[config.mk]
export PLATFORM = sky130hd
export DESIGN_NAME = sonar_ranger
export DESIGN_NICKNAME = d
export VERILOG_FILES = /design/src/rtl/sr_pkg.sv /design/src/rtl/sr_tick_gen.sv /design/src/rtl/sr_sync.sv /design/src/rtl/sr_sequencer.sv /design/src/rtl/sr_scaler.sv /design/src/rtl/sonar_ranger.sv
export SDC_FILE = /design/constraint.sdc
export NUM_CORES = 1
export LEC_CHECK = 0
export BUFFER_PORTS_ARGS = -buffer_cell sky130_fd_sc_hd__buf_2
export CORE_MARGIN = 5
export CORE_UTILIZATION = 35
export DETAILED_ROUTE_END_ITERATION = 8
export MAX_ROUTING_LAYER = met4
export PLACE_DENSITY = 0.51
export SYNTH_ARGS = -nofsm -noshare
export SYNTH_HDL_FRONTEND = slang
export SYNTH_SLANG_ARGS = --single-unit
[constraint.sdc]
create_clock -name clk -period 8.8 [get_ports clk]
set_input_delay 1.76 -clock clk [delete_from_list [all_inputs] [get_ports clk]]
set_output_delay 1.76 -clock clk [all_outputs]
set_load 0.02 [all_outputs]
[src/rtl/sr_pkg.sv]
`timescale 1ns/1ps
package sr_pkg;
  typedef enum logic [2:0] {
    ST_IDLE,
    ST_FIRE,
    ST_ARM,
    ST_MEAS,
    ST_DRAIN
  } seq_state_e;
endpackage

[src/rtl/sr_tick_gen.sv]
`timescale 1ns/1ps
module sr_tick_gen #(
  parameter int unsigned CLK_PER_US = 50
) (
  input  logic clk,
  input  logic rst_n,
  output logic tick_o
);
  localparam int unsigned CW = (CLK_PER_US > 1) ? $clog2(CLK_PER_US) : 1;

  logic [CW-1:0] cnt_q;
  logic          wrap;

  assign wrap   = (cnt_q == CW'(CLK_PER_US - 1));
  assign tick_o = wrap;

  always_ff @(posedge clk or negedge rst_n) begin
    if (!rst_n) cnt_q <= '0;
    else if (wrap) cnt_q <= '0;
    else cnt_q <= cnt_q + 1'b1;
  end

  AST_TICK_SPACED: assert property (@(posedge clk) disable iff (!rst_n)
    tick_o |=> !tick_o);
endmodule

[src/rtl/sr_sync.sv]
`timescale 1ns/1ps
module sr_sync (
  input  logic clk,
  input  logic rst_n,
  input  logic async_i,
  output logic level_o,
  output logic rise_o,
  output logic fall_o
);
  logic s1_q, s2_q, prev_q;

  always_ff @(posedge clk or negedge rst_n) begin
    if (!rst_n) begin
      s1_q   <= 1'b0;
      s2_q   <= 1'b0;
      prev_q <= 1'b0;
    end else begin
      s1_q   <= async_i;
      s2_q   <= s1_q;
      prev_q <= s2_q;
    end
  end

  assign level_o = s2_q;
  assign rise_o  = s2_q & ~prev_q;
  assign fall_o  = ~s2_q & prev_q;
endmodule

[src/rtl/sr_sequencer.sv]
`timescale 1ns/1ps
module sr_sequencer import sr_pkg::*; #(
  parameter int unsigned CLK_PER_US      = 50,
  parameter int unsigned TRIG_US         = 10,
  parameter int unsigned PERIOD_US       = 60000,
  parameter int unsigned MAX_ECHO_US     = 38000,
  parameter int unsigned RISE_TIMEOUT_US = 2000,
  localparam int unsigned W_W = $clog2(MAX_ECHO_US + 1)
) (
  input  logic           clk,
  input  logic           rst_n,
  input  logic           tick_i,
  input  logic           echo_i,
  input  logic           rise_i,
  input  logic           fall_i,
  output logic           trig_o,
  output logic           done_o,
  output logic [W_W-1:0] width_o,
  output logic           nt_o
);
  localparam int unsigned SUB_W  = $clog2(CLK_PER_US);
  localparam int unsigned PCNT_W = $clog2(PERIOD_US);
  localparam int unsigned TLIM   = (TRIG_US > RISE_TIMEOUT_US) ? TRIG_US : RISE_TIMEOUT_US;
  localparam int unsigned TCNT_W = $clog2(TLIM + 1);

  seq_state_e        state_q;
  logic [PCNT_W-1:0] pcnt_q;
  logic [TCNT_W-1:0] tcnt_q;
  logic [SUB_W-1:0]  sub_q;
  logic [W_W-1:0]    width_q;
  logic              done_q, nt_q;
  logic              period_end;

  assign period_end = tick_i && (pcnt_q == PCNT_W'(PERIOD_US - 1));

  always_ff @(posedge clk or negedge rst_n) begin
    if (!rst_n) begin
      state_q <= ST_IDLE;
      pcnt_q  <= '0;
      tcnt_q  <= '0;
      sub_q   <= '0;
      width_q <= '0;
      done_q  <= 1'b0;
      nt_q    <= 1'b0;
    end else begin
      done_q <= 1'b0;
      if (tick_i) pcnt_q <= period_end ? '0 : pcnt_q + 1'b1;
      unique case (state_q)
        ST_IDLE: begin
          if (period_end && !echo_i) begin
            state_q <= ST_FIRE;
            tcnt_q  <= '0;
          end
        end
        ST_FIRE: begin
          if (tick_i) begin
            if (tcnt_q == TCNT_W'(TRIG_US - 1)) begin
              state_q <= ST_ARM;
              tcnt_q  <= '0;
            end else begin
              tcnt_q <= tcnt_q + 1'b1;
            end
          end
        end
        ST_ARM: begin
          if (rise_i) begin
            state_q <= ST_MEAS;
            sub_q   <= SUB_W'(1);
            width_q <= '0;
          end else if (tick_i) begin
            if (tcnt_q == TCNT_W'(RISE_TIMEOUT_US - 1)) begin
              state_q <= ST_IDLE;
              width_q <= '0;
              nt_q    <= 1'b1;
              done_q  <= 1'b1;
            end else begin
              tcnt_q <= tcnt_q + 1'b1;
            end
          end
        end
        ST_MEAS: begin
          if (fall_i) begin
            state_q <= ST_IDLE;
            nt_q    <= 1'b0;
            done_q  <= 1'b1;
          end else if (sub_q == SUB_W'(CLK_PER_US - 1)) begin
            sub_q <= '0;
            if (width_q == W_W'(MAX_ECHO_US - 1)) begin
              width_q <= W_W'(MAX_ECHO_US);
              nt_q    <= 1'b1;
              done_q  <= 1'b1;
              state_q <= ST_DRAIN;
            end else begin
              width_q <= width_q + 1'b1;
            end
          end else begin
            sub_q <= sub_q + 1'b1;
          end
        end
        ST_DRAIN: begin
          if (!echo_i) state_q <= ST_IDLE;
        end
        default: state_q <= ST_IDLE;
      endcase
    end
  end

  assign trig_o  = (state_q == ST_FIRE);
  assign done_o  = done_q;
  assign width_o = width_q;
  assign nt_o    = nt_q;

  // checker-only counter of trigger high cycles
  int unsigned fire_len_q;
  always_ff @(posedge clk or negedge rst_n) begin
    if (!rst_n) fire_len_q <= 0;
    else if (trig_o) fire_len_q <= fire_len_q + 1;
    else fire_len_q <= 0;
  end

  AST_FIRE_LEN: assert property (@(posedge clk) disable iff (!rst_n)
    $fell(trig_o) |-> (fire_len_q == TRIG_US * CLK_PER_US));
  AST_NO_FIRE_ON_ECHO: assert property (@(posedge clk) disable iff (!rst_n)
    $rose(trig_o) |-> !$past(echo_i));
  AST_WIDTH_CAP: assert property (@(posedge clk) disable iff (!rst_n)
    width_o <= W_W'(MAX_ECHO_US));
  AST_TARGET_BELOW_MAX: assert property (@(posedge clk) disable iff (!rst_n)
    (done_o && !nt_o) |-> (width_o < W_W'(MAX_ECHO_US)));
endmodule

[src/rtl/sr_scaler.sv]
`timescale 1ns/1ps
module sr_scaler #(
  parameter int unsigned MAX_ECHO_US = 38000,
  parameter int unsigned SCALE_NUM   = 17,
  parameter int unsigned SCALE_DEN   = 1000,
  parameter int unsigned DIST_W      = 10,
  localparam int unsigned W_W = $clog2(MAX_ECHO_US + 1)
) (
  input  logic              clk,
  input  logic              rst_n,
  input  logic              in_valid_i,
  input  logic [W_W-1:0]    in_width_i,
  input  logic              in_nt_i,
  output logic              out_valid_o,
  output logic [DIST_W-1:0] out_dist_o,
  output logic              out_nt_o
);
  localparam int unsigned PROD_W = $clog2(MAX_ECHO_US * SCALE_NUM + SCALE_DEN / 2 + 1);

  logic [PROD_W-1:0] prod, quot;

  assign prod = PROD_W'(in_width_i) * PROD_W'(SCALE_NUM) + PROD_W'(SCALE_DEN / 2);
  assign quot = prod / PROD_W'(SCALE_DEN);

  always_ff @(posedge clk or negedge rst_n) begin
    if (!rst_n) begin
      out_valid_o <= 1'b0;
      out_dist_o  <= '0;
      out_nt_o    <= 1'b0;
    end else begin
      out_valid_o <= in_valid_i;
      if (in_valid_i) begin
        out_nt_o   <= in_nt_i;
        out_dist_o <= in_nt_i ? '0 : DIST_W'(quot);
      end
    end
  end

  AST_ONE_RESULT_PULSE: assert property (@(posedge clk) disable iff (!rst_n)
    out_valid_o |=> !out_valid_o);
endmodule

[src/rtl/sonar_ranger.sv]
`timescale 1ns/1ps
module sonar_ranger #(
  parameter int unsigned CLK_PER_US      = 50,
  parameter int unsigned TRIG_US         = 10,
  parameter int unsigned PERIOD_US       = 60000,
  parameter int unsigned MAX_ECHO_US     = 38000,
  parameter int unsigned RISE_TIMEOUT_US = 2000,
  parameter int unsigned SCALE_NUM       = 17,
  parameter int unsigned SCALE_DEN       = 1000,
  localparam int unsigned DIST_W =
    $clog2((MAX_ECHO_US * SCALE_NUM + SCALE_DEN / 2) / SCALE_DEN + 1)
) (
  input  logic              clk,
  input  logic              rst_n,
  input  logic              echo_i,
  output logic              trig_o,
  output logic              res_valid_o,
  input  logic              res_ready_i,
  output logic [DIST_W-1:0] res_dist_o,
  output logic              res_no_target_o
);
  localparam int unsigned W_W = $clog2(MAX_ECHO_US + 1);

  logic              tick;
  logic              echo_s, echo_rise, echo_fall;
  logic              seq_done, seq_nt;
  logic [W_W-1:0]    seq_width;
  logic              sc_valid, sc_nt;
  logic [DIST_W-1:0] sc_dist;

  sr_tick_gen #(.CLK_PER_US(CLK_PER_US)) tick_i0 (
    .clk(clk), .rst_n(rst_n), .tick_o(tick)
  );

  sr_sync sync_i0 (
    .clk(clk), .rst_n(rst_n), .async_i(echo_i),
    .level_o(echo_s), .rise_o(echo_rise), .fall_o(echo_fall)
  );

  sr_sequencer #(
    .CLK_PER_US(CLK_PER_US), .TRIG_US(TRIG_US), .PERIOD_US(PERIOD_US),
    .MAX_ECHO_US(MAX_ECHO_US), .RISE_TIMEOUT_US(RISE_TIMEOUT_US)
  ) seq_i0 (
    .clk(clk), .rst_n(rst_n), .tick_i(tick),
    .echo_i(echo_s), .rise_i(echo_rise), .fall_i(echo_fall),
    .trig_o(trig_o), .done_o(seq_done), .width_o(seq_width), .nt_o(seq_nt)
  );

  sr_scaler #(
    .MAX_ECHO_US(MAX_ECHO_US), .SCALE_NUM(SCALE_NUM),
    .SCALE_DEN(SCALE_DEN), .DIST_W(DIST_W)
  ) scale_i0 (
    .clk(clk), .rst_n(rst_n),
    .in_valid_i(seq_done), .in_width_i(seq_width), .in_nt_i(seq_nt),
    .out_valid_o(sc_valid), .out_dist_o(sc_dist), .out_nt_o(sc_nt)
  );

  // output holding register: newest result wins, held until taken
  always_ff @(posedge clk or negedge rst_n) begin
    if (!rst_n) begin
      res_valid_o     <= 1'b0;
      res_dist_o      <= '0;
      res_no_target_o <= 1'b0;
    end else if (sc_valid) begin
      res_valid_o     <= 1'b1;
      res_dist_o      <= sc_dist;
      res_no_target_o <= sc_nt;
    end else if (res_ready_i) begin
      res_valid_o <= 1'b0;
    end
  end

  AST_HOLD_UNTAKEN: assert property (@(posedge clk) disable iff (!rst_n)
    (res_valid_o && !res_ready_i && !sc_valid) |=>
      (res_valid_o && $stable(res_dist_o) && $stable(res_no_target_o)));
  AST_RETIRE_TAKEN: assert property (@(posedge clk) disable iff (!rst_n)
    (res_valid_o && res_ready_i && !sc_valid) |=> !res_valid_o);
  AST_NT_ZERO_DIST: assert property (@(posedge clk) disable iff (!rst_n)
    (res_valid_o && res_no_target_o) |-> (res_dist_o == '0));
endmodule

==> impl_metrics.yaml, run 1 <==
run_status:
  status: "finished, violations left"
  violations: "setup timing"
global_route:
  grt_pass1_wl_um: 38810
  antenna_found_initial: 0
  grt_max_degree: 48
  grt_use_met1: 0.2357
  busiest_layer: "met2"
  grt_overflow: 0
  grt_pass1_vias: 8101
  use_met2: 0.2868
  grt.total_usage: 0.1752
  use_met3: 0.01792
timing:
  period_minus_slack_ns: 8.978
  finalSetupTns_ns: -0.1780
  hold_viol_final: 0
  timing.final.ws_setup_ns: -0.1780
  rsz0062_at_grt: "yes"
  slew_viol_final: 0
  holdWs_ns: 0.3625
  slew_headroom: 0.3650
  setup_viol_count_final: 1
  min_period_over_period: 1.020
  timing.fmax_mhz: 111.4
  skew_ns: 0.009366
  tightest_slew_ns: 0.9438
die:
  start_util: 0.3534
  boundaryPins: 17
  die_h_um: 163.5
  fp-row-count: 56
  die_x_um: 163.5
  core_um2: 23330
  die_area_um2: 26730
synthesis:
  syn_area_um2: 8247
  async_flop_share: 1.000
  syn_inst: 972
  synth_seq_cells: 87
  synth_ff_type: "dfrtp_1"
  synth-seq-area-share: 0.2640
  avgSynthCellArea_um2: 8.484
  synth_nets: 1030
  synth.distinct_cells: 106
  synth_warnings: 0
  synth_edf_count: 0
power_and_ir_drop:
  p_clk_frac: 0.501
  leakagePower_nw: 5.061
  seqPwrFrac: 0.485
  ir_drop_uv: 128.5
  p_sw_frac: 0.2087
  pwr-share-comb: 0.013
  p_sw_mw: 0.1725
  powerDensity_nw_per_um2: 72.07
  p_int_mw: 0.6540
  power.total_mw: 0.8265
route:
  firstDrtPassIters: 5
  ant_nets: 0
  via_per_inst: 5.312
  routed_wl_um: 22650
  drt_iter0_drc: 426
  vias: 8228
  drcViolationCount: 0
  wl_per_cell_um: 14.62
critical_path:
  critical_path.max_fanout: 7
  path_buf_inv: 6
  critical_path.top_delay_family: "compound AO/OA/AOI/OAI gates"
  criticalPathCategory: "flop to flop"
  start_kind: "flop"
  crit_required_ns: 9.05
  cp.arrival_ns: 9.23
  slowest_delay_ns: 0.59
  crit_top_cell: "buf_4"
  cpMaxStageDelayCell: "fa_1"
  crit_path_end_kind: "flop"
finish:
  finalInstanceArea_um2: 11470
  nNetsFinal: 1283
  mostFrequentLayoutCells: "buf_4 (246), nand2_1 (90), nor2_1 (86)"
  final_core_util: 0.4915
  layout_commonest_cell: "buf_4"
  instances_no_fill: 1549
  nFillCells: 2274
  area_delta_synth_final_pct: 39.05
  multiInputGateArea_um2: 6432
  diodes: 0
  seq_area_um2: 2180
  drive_gt1_frac: 0.3593
clock_network:
  hold_buffers: 0
  clk_pin_slew_ns: 0.07
  insertion_delay_ns: 0.33
  clock-sinks: 87
  cts_tree: "built"
  htree_levels: 3
  cts_root_buf: "clkbuf_16"
  numCtsBuffers: 9
  clock_path_buffers: 2
placed_design:
  post-place-ws_ns: -0.3210
  place_hpwl_um: 17530
  place_area_um2: 10420
  place_inst: 1503
  io_buffers: 16
  gp_congestion: 0.8950
job:
  maxCapViolCount: 0
min_path:
  holdCritPathClass: "flop to flop"
[final cells by class]
cell class / instances / area share
tap: 319 / 0.03481
timing repair buffer: 269 / 0.1762
multi-input combinational: 829 / 0.5609
clock buffer: 9 / 0.01964
clock inverter: 7 / 0.008838
sequential: 87 / 0.1901
inverter: 29 / 0.009493
[worst paths after layout]
path | start | to | slack, ns | cells after the start
max | seq_i0.width_o[1]$_DFFE_PN0P_ | scale_i0.out_dist_o[0]$_DFFE_PN0P_ | -0.18 | 36
min | sync_i0.s1_q$_DFF_PN0_ | sync_i0.level_o$_DFF_PN0_ | 0.36 | 0
max reg2reg | seq_i0.width_o[1]$_DFFE_PN0P_ | scale_i0.out_dist_o[0]$_DFFE_PN0P_ | -0.18 | 36
min reg2reg | sync_i0.s1_q$_DFF_PN0_ | sync_i0.level_o$_DFF_PN0_ | 0.36 | 0
max in group asynchronous | rst_n | seq_i0.width_o[3]$_DFFE_PN0P_ | 6.40 | 2
min in group asynchronous | rst_n | seq_i0.tcnt_q[2]$_DFFE_PN0P_ | 1.38 | 1
[routing by layer]
layer,vias to the layer above,routed length [µm],part of all wire
met5,-,0,0
met4,0,304,0.013
met3,28,488,0.022
met2,104,10960,0.48
met1,3925,10890,0.48
li1,4171,-,-
[flip-flops by register name, summed over array words and instances (netlist names)]
register and flops:
seq_i0.state_q 3, sync_i0.s1_q 1, res_dist_o 10, sync_i0.level_o 1, seq_i0.width_o 16, seq_i0.tcnt_q 11
scale_i0.out_nt_o 1, scale_i0.out_dist_o 10, tick_i0.cnt_q 6, scale_i0.out_valid_o 1, res_no_target_o 1, seq_i0.done_o 1
seq_i0.nt_o 1, seq_i0.sub_q 6, seq_i0.pcnt_q 16, res_valid_o 1, sync_i0.prev_q 1
[synth_stat cells (12+ instances only)]
| cell | number | share of area |
|---|---|---|
| a21o_1 | 16 | 0.015 |
| a21oi_1 | 51 | 0.031 |
| and2_1 | 16 | 0.012 |
| and3_1 | 12 | 0.0091 |
| clkbuf_1 | 16 | 0.0073 |
| dfrtp_1 | 87 | 0.26 |
| ha_1 | 49 | 0.074 |
| inv_1 | 29 | 0.013 |
| mux2_2 | 13 | 0.018 |
| mux2i_1 | 12 | 0.015 |
| nand2_1 | 94 | 0.043 |
| nand2b_1 | 12 | 0.0091 |
| nand3_1 | 43 | 0.026 |
| nand4_1 | 13 | 0.0099 |
| nor2_1 | 96 | 0.044 |
| nor3_1 | 21 | 0.013 |
| o21ai_0 | 58 | 0.035 |
| or3_1 | 13 | 0.0099 |
| xnor2_1 | 34 | 0.036 |
| xor2_1 | 25 | 0.027 |
[power groups by stage]
stage / sequential [mW] / clock, mW / combinational (mW)
after floorplan: 0.409 / 0 / 0.00217
after global placement: 0.409 / 0 / 0.0119
after CTS: 0.401 / 0.424 / 0.0119
after detailed placement: 0.409 / 0 / 0.0119
after global routing: 0.401 / 0.444 / 0.0136
final: 0.401 / 0.414 / 0.0110
[cells by family after synthesis]
kind of cell    synth area share
compound gates            0.2837
xor+xnor                 0.06463
buf+inv                  0.02701
mux                      0.03550
fa+ha+maj                0.09134
flops                     0.2640
simple gates              0.2338
[timing repair]
item / CTS / global route
resized for setup: 53 / 45
setup endpoints to repair: 2 / 3
pin swaps: 36 / 31
buffers inserted: 22 / 8
endpoints found under the hold margin: 0 / 0
(Power assumes the default switching activity.)
==> run 2: changes to the inputs <==
--- a/config.mk
+++ b/config.mk
@@ -6,4 +6,5 @@
 export NUM_CORES = 1
 export LEC_CHECK = 0
+export ABC_AREA = 1
 export BUFFER_PORTS_ARGS = -buffer_cell sky130_fd_sc_hd__buf_2
 export CORE_MARGIN = 5
==> constraint.sdc (replaced) <==
create_clock -name clk -period 8.8 [get_ports clk]
set_input_delay 1.76 -clock clk [delete_from_list [all_inputs] [get_ports clk]]
set_output_delay 1.76 -clock clk [all_outputs]
set_load 0.005 [all_outputs]
==> impl_metrics.yaml, run 2 <==
route:
  firstDrtPassIters: 5
  routed_wl_um: 20090
  via_per_inst: 4.798
  drt_iter0_drc: 385
  vias: 7796
  wl_per_cell_um: 12.36
  ant_nets: 0
  drcViolationCount: 0
timing:
  tightest_slew_ns: 0.6872
  slew_headroom: 0.5401
  skew_ns: 0.01193
  setup_viol_count_final: 0
  min_period_over_period: 0.9178
  timing.fmax_mhz: 123.8
  hold_viol_final: 0
  period_minus_slack_ns: 8.076
  slew_viol_final: 0
synthesis:
  avgSynthCellArea_um2: 6.649
  synth_most_common_cell: "nand2_1"
  synth_common_cells: "nand2_1 (315), inv_1 (174), nor2_1 (112)"
  syn_inst: 1251
  synth_nets: 1309
  synth_largest_area_cell: "dfrtp_1"
  synth_area_leaders: "dfrtp_1 (26%), nand2_1 (14%), inv_1 (7.9%)"
  syn_area_um2: 8318
  synth_warnings: 0
  synth_seq_cells: 87
  async_flop_share: 1.000
  synth_ff_type: "dfrtp_1"
  synth.distinct_cells: 53
  synth_top_area_share: 0.2617
  synth-seq-area-share: 0.2617
  synth_edf_count: 0
power_and_ir_drop:
  ir_drop_uv: 90.11
  powerDensity_nw_per_um2: 84.56
  leakagePower_nw: 4.817
  power.total_mw: 0.8194
finish:
  final_core_util: 0.4128
  mostFrequentLayoutCells: "nand2_1 (290), inv_1 (172), nor2_1 (98)"
  nNetsFinal: 1359
  reg_top3: "seq_i0.pcnt_q: 16 flops, seq_i0.width_o: 16 flops, seq_i0.tcnt_q: 11 flops"
  area_delta_synth_final_pct: 16.50
  nFillCells: 2491
  layout_commonest_cell: "nand2_1"
  drive_gt1_frac: 0.2121
  diodes: 0
run_status:
  status: "complete, no violations"
critical_path:
  criticalPathCategory: "flop to flop"
  critical_path.max_fanout: 8
  slowest_delay_ns: 0.53
  r2r_cells: 64
  crit_path_end_kind: "flop"
  start_kind: "flop"
  rrSetupSlack_ns: 0.72
  rr_endpoint: "scale_i0.out_dist_o[0]$_DFFE_PN0P_"
  path_buf_inv: 5
  cpMaxStageDelayCell: "fa_1"
  crit_required_ns: 9.04
  crit_top_cell: "nand2_1"
  critical_path.top_delay_family: "simple AND/OR/NAND/NOR gates"
  reg2reg_from: "seq_i0.width_o[4]$_DFFE_PN0P_"
  cp.arrival_ns: 8.32
clock_network:
  cts_tree: "built"
  hold_buffers: 0
  htree_levels: 3
  numCtsBuffers: 9
  clk_pin_slew_ns: 0.07
  clock_path_buffers: 2
  cts_root_buf: "clkbuf_16"
  clock-sinks: 87
  insertion_delay_ns: 0.35
placed_design:
  gp_congestion: 0.8460
  place_hpwl_um: 15540
  io_buffers: 16
die:
  core_um2: 23470
  fp-row-count: 56
  die_x_um: 164.2
  boundaryPins: 17
  die_area_um2: 26950
  die_h_um: 164.2
  start_util: 0.3544
min_path:
  hold_start: "sync_i0.s1_q$_DFF_PN0_"
  holdPathEnd: "sync_i0.level_o$_DFF_PN0_"
  holdCritPathClass: "flop to flop"
  worstHoldPathCells: 0
global_route:
  grt.total_usage: 0.1539
  antenna_found_initial: 0
  grt_pass1_wl_um: 34010
  grt_max_degree: 51
  grt_overflow: 0
  grt_pass1_vias: 7404
job:
  maxCapViolCount: 0
[run 2: routing by layer]
layer  wire length [µm]  GRT usage
met4                 98    0.02402
met3                366    0.02058
met5                  0          -
met2               9597     0.2584
met1              10030     0.2027
[run 2: worst max-delay path by stage]
stage                                              from                                 end  slack, ns  depth (start not counted)
after CTS                 seq_i0.width_o[3]$_DFFE_PN0P_  scale_i0.out_dist_o[0]$_DFFE_PN0P_       0.16                         66
after floorplan           seq_i0.width_o[4]$_DFFE_PN0P_  scale_i0.out_dist_o[0]$_DFFE_PN0P_       1.61                         63
after global placement    seq_i0.width_o[3]$_DFFE_PN0P_  scale_i0.out_dist_o[0]$_DFFE_PN0P_       0.08                         62
final                     seq_i0.width_o[4]$_DFFE_PN0P_  scale_i0.out_dist_o[0]$_DFFE_PN0P_       0.72                         64
after global routing      seq_i0.width_o[2]$_DFFE_PN0P_  scale_i0.out_dist_o[0]$_DFFE_PN0P_      -0.08                         67
after detailed placement  seq_i0.width_o[3]$_DFFE_PN0P_  scale_i0.out_dist_o[0]$_DFFE_PN0P_       0.20                         66
[run 2: area by class of cell]
| type | count | area, µm² | share of cell area |
|---|---|---|---|
| clock buffer | 10 | 239.0 | 0.02466 |
| clock inverter | 6 | 76.32 | 0.007876 |
| inverter | 204 | 770.7 | 0.07954 |
| multi-input combinational | 952 | 5708 | 0.5890 |
| sequential | 87 | 2182 | 0.2252 |
| tap | 319 | 399.1 | 0.04119 |
| timing repair buffer | 47 | 315.3 | 0.03254 |
[run 2: report_power, final]
part / total, mW / switching [mW] / leakage [nW] / internal [mW]
clock: 0.409 / 0.176 / 0.156 / 0.233
sequential: 0.401 / 0.000417 / 1.19 / 0.400
combinational: 0.00965 / 0.00851 / 3.47 / 0.00113
total: 0.819 / 0.185 / 4.82 / 0.634
[run 2: logic make-up (layout without fill, tap and decap cells)]
group | count (synthesis) | in the layout | share of synthesized area
fa+ha+maj | 54 | 54 | 0.08574
buf+inv | 215 | 267 | 0.09988
compound gates | 160 | 161 | 0.1154
simple gates | 710 | 712 | 0.4110
flops | 87 | 87 | 0.2617
xor+xnor | 25 | 25 | 0.02632
[run 2: worst register-to-register path: cells and delay by family, from the launching register on]
kind                     cells  cell delay (ns)
AO/OA/AOI/OAI                4             0.44
adder cells (fa/ha/maj)      3             1.04
buffers and inverters        5             0.44
flip-flops                   1             0.39
AND/OR/NAND/NOR             52             5.64
[run 2: what timing repair did]
action | in CTS | in global routing
setup endpoints to repair | 0 | 3
buffers inserted | 0 | 26
gates resized for setup | 0 | 94
endpoints found under the hold margin | 0 | 0
[run 2: metrics by stage]
stage | setup slack [ns] | hold slack, ns | std cells | instance area [µm²] | TNS, ns
after detailed placement | 0.1955 | 0.3442 | 1580 | 8772 | 0
final | 0.7235 | 0.3567 | 1625 | 9691 | 0
after floorplan | 1.606 | 0.3312 | 1251 | 8318 | 0
after global placement | 0.08012 | 0.3450 | 1580 | 8772 | 0
after global routing | -0.08227 | 0.3771 | 1625 | 9691 | -0.08227
after CTS | 0.1554 | 0.3594 | 1596 | 9087 | 0
